===== config.mk =====
export PLATFORM = sky130hd
export DESIGN_NAME = cwe_unit
export DESIGN_NICKNAME = d
export VERILOG_FILES = /design/src/rtl/cwe_pkg.sv /design/src/rtl/cwe_bit_capture.sv /design/src/rtl/cwe_cond_eval.sv /design/src/rtl/cwe_dest_decoder.sv /design/src/rtl/cwe_unit.sv
export SDC_FILE = /design/constraint.sdc
export NUM_CORES = 1
export LEC_CHECK = 0
export ABC_AREA = 1
export BUFFER_PORTS_ARGS = -buffer_cell sky130_fd_sc_hd__buf_2
export CAP_MARGIN = 20
export CORE_MARGIN = 8
export CORE_UTILIZATION = 48
export CTS_CLUSTER_DIAMETER = 100
export DETAILED_ROUTE_END_ITERATION = 7
export GPL_ROUTABILITY_DRIVEN = 0
export GPL_TIMING_DRIVEN = 0
export PLACE_DENSITY_LB_ADDON = 0.3
export REMOVE_ABC_BUFFERS = 1
export SLEW_MARGIN = 20
export SYNTH_ARGS = -nofsm -noshare
export SYNTH_HDL_FRONTEND = slang
export SYNTH_SLANG_ARGS = --single-unit
export TNS_END_PERCENT = 10

===== constraint.sdc =====
create_clock -name clk -period 1.8 [get_ports clk]
set_clock_uncertainty 0.1 [all_clocks]
set_input_delay 0.45 -clock clk [delete_from_list [all_inputs] [get_ports clk]]
set_output_delay 0.45 -clock clk [all_outputs]
set_load 0.05 [all_outputs]

===== src/rtl/cwe_pkg.sv =====
package cwe_pkg;

    localparam int unsigned COND_W = 4;

    typedef enum logic [1:0] {
        SRC_ALWAYS = 2'd0,
        SRC_CARRY  = 2'd1,
        SRC_SIGN   = 2'd2,
        SRC_ZERO   = 2'd3
    } basic_src_e;

    typedef struct packed {
        logic c;
        logic s;
        logic z;
    } flags_t;

endpackage


===== src/rtl/cwe_bit_capture.sv =====
module cwe_bit_capture #(
    parameter int unsigned USER_BITS = 4,
    parameter int unsigned WIRES     = 8,
    localparam int unsigned SEL_W    = $clog2(WIRES),
    localparam int unsigned IDX_W    = $clog2(USER_BITS)
) (
    input  logic                 clk,
    input  logic                 rst_n,
    input  logic                 cfg_we,
    input  logic [IDX_W-1:0]     cfg_idx,
    input  logic [SEL_W-1:0]     cfg_sel,
    input  logic [WIRES-1:0]     wires,
    output logic [USER_BITS-1:0] bits
);

    typedef struct packed {
        logic [USER_BITS-1:0][SEL_W-1:0] sel;
        logic [USER_BITS-1:0]            bits;
    } cap_state_t;

    cap_state_t st_d, st_q;

    always_comb begin
        st_d = st_q;
        for (int i = 0; i < USER_BITS; i++) begin
            st_d.bits[i] = wires[st_q.sel[i]];
        end
        if (cfg_we) begin
            st_d.sel[cfg_idx] = cfg_sel;
        end
    end

    always_ff @(posedge clk or negedge rst_n) begin
        if (!rst_n) begin
            for (int i = 0; i < USER_BITS; i++) begin
                st_q.sel[i] <= SEL_W'(i);
            end
            st_q.bits <= '0;
        end else begin
            st_q <= st_d;
        end
    end

    assign bits = st_q.bits;

    for (genvar g = 0; g < USER_BITS; g++) begin : g_chk

        bit_capture_chk: assert property (@(posedge clk) disable iff (!rst_n)
            $past(rst_n) |-> bits[g] == $past(wires[st_q.sel[g]]));

        sel_load_chk: assert property (@(posedge clk) disable iff (!rst_n)
            (cfg_we && cfg_idx == IDX_W'(g)) |=> st_q.sel[g] == $past(cfg_sel));
    end

endmodule


===== src/rtl/cwe_cond_eval.sv =====
module cwe_cond_eval
    import cwe_pkg::*;
#(
    parameter int unsigned USER_BITS = 4,
    localparam int unsigned IDX_W    = $clog2(USER_BITS)
) (
    input  logic [COND_W-1:0]    code,
    input  logic                 negate,
    input  logic                 reg_form,
    input  flags_t               flags,
    input  logic [USER_BITS-1:0] user_bits,
    output logic                 cond
);

    logic       ext_sel;
    logic       basic_val;
    logic       src_val;
    basic_src_e basic_idx;

    always_comb begin
        ext_sel   = reg_form & code[COND_W-1];
        basic_idx = basic_src_e'(code[1:0]);
        unique case (basic_idx)
            SRC_ALWAYS: basic_val = 1'b1;
            SRC_CARRY:  basic_val = flags.c;
            SRC_SIGN:   basic_val = flags.s;
            SRC_ZERO:   basic_val = flags.z;
            default:    basic_val = 1'b1;
        endcase
        src_val = ext_sel ? user_bits[code[IDX_W-1:0]] : basic_val;
        cond    = src_val ^ negate;
    end

endmodule


===== src/rtl/cwe_dest_decoder.sv =====
module cwe_dest_decoder #(
    parameter int unsigned NUM_REGS = 8,
    localparam int unsigned IDX_W   = $clog2(NUM_REGS)
) (
    input  logic                en,
    input  logic [IDX_W-1:0]    idx,
    output logic [NUM_REGS-1:0] we
);

    for (genvar k = 0; k < NUM_REGS; k++) begin : g_we
        assign we[k] = en && (idx == IDX_W'(k));
    end

endmodule


===== src/rtl/cwe_unit.sv =====
module cwe_unit
    import cwe_pkg::*;
#(
    parameter int unsigned NUM_REGS  = 8,
    parameter int unsigned USER_BITS = 4,
    parameter int unsigned WIRES     = 8,
    localparam int unsigned DEST_W   = $clog2(NUM_REGS),
    localparam int unsigned SEL_W    = $clog2(WIRES),
    localparam int unsigned UIDX_W   = $clog2(USER_BITS)
) (
    input  logic                clk,
    input  logic                rst_n,
    input  logic                instr_valid,
    input  logic [COND_W-1:0]   cond_code,
    input  logic                cond_negate,
    input  logic                reg_form,
    input  logic                flag_c,
    input  logic                flag_s,
    input  logic                flag_z,
    input  logic [WIRES-1:0]    user_wires,
    input  logic                bsel_we,
    input  logic [UIDX_W-1:0]   bsel_idx,
    input  logic [SEL_W-1:0]    bsel_src,
    input  logic [DEST_W-1:0]   dest_idx,
    output logic                flag_upd_en,
    output logic [NUM_REGS-1:0] reg_we
);

    logic [USER_BITS-1:0] user_bits;
    logic                 cond;
    logic                 wb_en;
    flags_t               flags;

    assign flags = '{c: flag_c, s: flag_s, z: flag_z};

    cwe_bit_capture #(
        .USER_BITS (USER_BITS),
        .WIRES     (WIRES)
    ) i_capture (
        .clk     (clk),
        .rst_n   (rst_n),
        .cfg_we  (bsel_we),
        .cfg_idx (bsel_idx),
        .cfg_sel (bsel_src),
        .wires   (user_wires),
        .bits    (user_bits)
    );

    cwe_cond_eval #(
        .USER_BITS (USER_BITS)
    ) i_eval (
        .code      (cond_code),
        .negate    (cond_negate),
        .reg_form  (reg_form),
        .flags     (flags),
        .user_bits (user_bits),
        .cond      (cond)
    );

    assign wb_en       = rst_n & instr_valid & cond;
    assign flag_upd_en = wb_en;

    cwe_dest_decoder #(
        .NUM_REGS (NUM_REGS)
    ) i_decoder (
        .en  (wb_en),
        .idx (dest_idx),
        .we  (reg_we)
    );


    we_onehot_chk: assert property (@(posedge clk) disable iff (!rst_n)
        $onehot0(reg_we));

    dest_match_chk: assert property (@(posedge clk) disable iff (!rst_n)
        flag_upd_en |-> reg_we[dest_idx]);

    flag_vs_we_chk: assert property (@(posedge clk) disable iff (!rst_n)
        flag_upd_en == (reg_we != '0));

    idle_quiet_chk: assert property (@(posedge clk) disable iff (!rst_n)
        !instr_valid |-> (reg_we == '0 && !flag_upd_en));

    always_src_chk: assert property (@(posedge clk) disable iff (!rst_n)
        (instr_valid && cond_code[1:0] == 2'd0 && !(reg_form && cond_code[3]))
            |-> flag_upd_en == !cond_negate);

endmodule


==> impl_metrics.csv <==
group,metric,value,unit
floorplan,ioPinCount,38,
global_routing,globalRouteOverflowTotal,0,
setup_path,worstPathMaxFanout,5,
final_layout,area_delta_synth_final,35.1,%
power,power_frac_seq,49.3,%
timing,slew_violations,0,
final_layout,drive_gt1_share,31.9,%
timing,fmax,480,MHz
global_routing,first_global_vias,1135,
timing,period_share,116,%
floorplan,start_util,51.6,%
floorplan,core,1980,um2
clocking,htree_num_levels,1,
timing,finalSetupTns,-2.32,ns
timing,holdWs,0.0778,ns
setup_path,critPathLaunchType,"flip-flop",
placement,port_buffers,36,
power,leakagePower,0.682,nW
detailed_routing,first_pass_iters,4,
detailed_routing,drcViolationCount,0,
detailed_routing,drt_iter0_drc,75,
setup_path,cp-startpoint,"i_capture.bits[3]",
global_routing,grt_util_all_layers,16.2,%
status,status,"finished, violations left",
run,max_cap_viol_count,0,
synth,synth_area_per_cell,6.81,um2
clocking,path_clk_slew,0.09,ns
synth,synth_area,1020,um2
final_layout,nFillCells,167,
placement,dp_slack,-0.292,ns
power,p_switching,0.000351,W
floorplan,die_area,3860,um2
setup_path,critPathRequiredTime,1.25,ns
timing,worst_slack,-0.282,ns
timing,period_needed,2.08,ns
synth,synth_cell_types,15,
detailed_routing,wl_per_cell,14.8,um
global_routing,grt_max_degree,13,
clocking,cts_sinks,16,
clocking,cts_buffer_depth,2,
synth,ys_seq_elements,16,
floorplan,die_w,62.2,um
power,irDropWorstVdd,0.000710,V
clocking,cts_root_buffer,"clkbuf_4",
power,power_density,749,nW/um2
power,clockPowerShare,22.3,%
timing,slew_headroom,61.7,%
final_layout,final_core_util,69.7,%
detailed_routing,vias,1154,
timing,rsz0062_at_grt,"yes",
setup_path,crit_path_end_kind,"output pin",
setup_path,criticalPathCategory,"reg2out",
hold_path,hold_class,"in2async",
timing,worst_pin_slew,0.573,ns
clocking,cts_tree,"done",
placement,dp_hpwl,2180,um
detailed_routing,avgViaCountPerCell,5.37,
synth,synthCells,150,
synth,yosys_warnings,0,
clocking,cts-buffers-inserted,3,
setup_path,worstPathArrival,1.53,ns
final_layout,num_antenna_cells,0,
power,power_frac_comb,28.4,%
final_layout,regArea,405,um2
clocking,worstSkewPairLatency,0.27,ns
setup_path,r2r-start,"i_capture.st_q[13]",
timing,finalHoldViolations,0,
timing,setup_viol,9,
floorplan,placementRows,16,
floorplan,die_h,62.2,um
status,violations,"negative setup slack",
power,p_total,0.00104,W
final_layout,fin_nets,218,
detailed_routing,antenna_left,0,
final_layout,multi_input_area,569,um2
power,netSwitchingFraction,33.9,%
global_routing,grt_pass1_wl,5290,um
power,p_int,0.000685,W
global_routing,antenna_found_initial,0,
synth,yosysSeqAreaShare,39.7,%
detailed_routing,wl,3190,um
[logic make-up after synthesis]
logic type | after synthesis | share of synthesized area [%]
DFF | 16 | 39.7
and+or+nand+nor | 61 | 26.0
buffers and inverters | 27 | 10.4
AOI/OAI and AO/OA | 46 | 24.0
[state kept, by name (all words and copies together), names as in the netlist]
signal and flops:
i_capture.bits 4, i_capture.st_q 12
[worst max-delay path, cell delays in order (launching register included)]
cell and delay [ns]:
dfrtp_1 0.33, inv_1 0.04, nand2_1 0.05, nand2_1 0.05
nand2_1 0.05, nand2_1 0.05, nand2_2 0.09, nand2_2 0.07
nand2_4 0.08, nand3_4 0.13, nor2_2 0.14, buf_6 0.17
[synth_stat cells]
cell type | number | area (um2)
nand2_2 | 1 | 6.26
nand3_4 | 1 | 17.5
o211ai_1 | 4 | 30.0
inv_2 | 1 | 3.75
nand2_1 | 27 | 101
o21ai_1 | 1 | 5.00
buf_2 | 4 | 20.0
dfrtp_1 | 12 | 300
a31oi_1 | 4 | 25.0
dfstp_2 | 4 | 105
inv_1 | 22 | 82.6
a21oi_1 | 9 | 45.0
nor2_1 | 16 | 60.1
o21ai_0 | 28 | 140
nand3_1 | 16 | 80.1
[routing by layer]
| metal | up-vias | GRT usage, % | routed length, um |
|---|---|---|---|
| met5 | - | 0 | 0 |
| met4 | 0 | 4.66 | 38 |
| met3 | 4 | 3.58 | 211 |
| met2 | 49 | 29.5 | 1590 |
| met1 | 523 | 18.3 | 1350 |
| li1 | 578 | - | - |
[through the flow]
step,cells,instance area (um2)
after floorplan,146,1000
after global placement,209,1220
after detailed placement,209,1220
after CTS,215,1360
after global routing,215,1380
final,215,1380
[power groups by stage]
stage	clock, W	combinational, W	sequential (W)
after detailed placement	0	0.000263	0.000514
after CTS	0.000239	0.000286	0.000508
final	0.000231	0.000294	0.000511
after global placement	0	0.000250	0.000511
after global routing	0.000251	0.000336	0.000521
after floorplan	0	0.000182	0.000496
[layout make-up]
| class | count | area share (%) |
|---|---|---|
| Clock buffer | 4 | 2.63 |
| Sequential cell | 16 | 29.3 |
| Tap cell | 27 | 2.45 |
| Timing Repair Buffer | 37 | 18.1 |
| Multi-Input combinational cell | 108 | 41.2 |
| Inverter | 23 | 6.25 |
[path summary, 6_finish.rpt]
path | end | slack (ns) | cells past startpoint
max | reg_we[6] | -0.28 | 11
max reg2reg | i_capture.bits[3] | 0.51 | 4
max in group asynchronous | i_capture.st_q[4] | 0.52 | 2
min reg2reg | i_capture.bits[3] | 0.39 | 1
min in group clk | i_capture.st_q[14] | 0.36 | 3
min | i_capture.st_q[7] | 0.08 | 1
[placed cells by master, fill, tap and decap left out, types with 6 or more instances in the layout]
| master | synthesis | layout |
|---|---|---|
| nor2_1 | 16 | 8 |
| buf_2 | 4 | 27 |
| nand2_1 | 27 | 25 |
| o21ai_0 | 28 | 28 |
| nor2_2 | 0 | 6 |
| dfrtp_1 | 12 | 12 |
| buf_6 | 0 | 8 |
| nand3_1 | 16 | 15 |
| inv_1 | 22 | 22 |
| a21oi_1 | 9 | 8 |
[timing repair]
item	CTS	global route
endpoints found under the hold margin	12	0
hold buffers	1	0
setup endpoints to repair	9	9
gates resized for setup	30	4
gates cloned	1	0
setup buffers	0	0
pin swaps	1	1
Power figures use the tool's default switching activity.
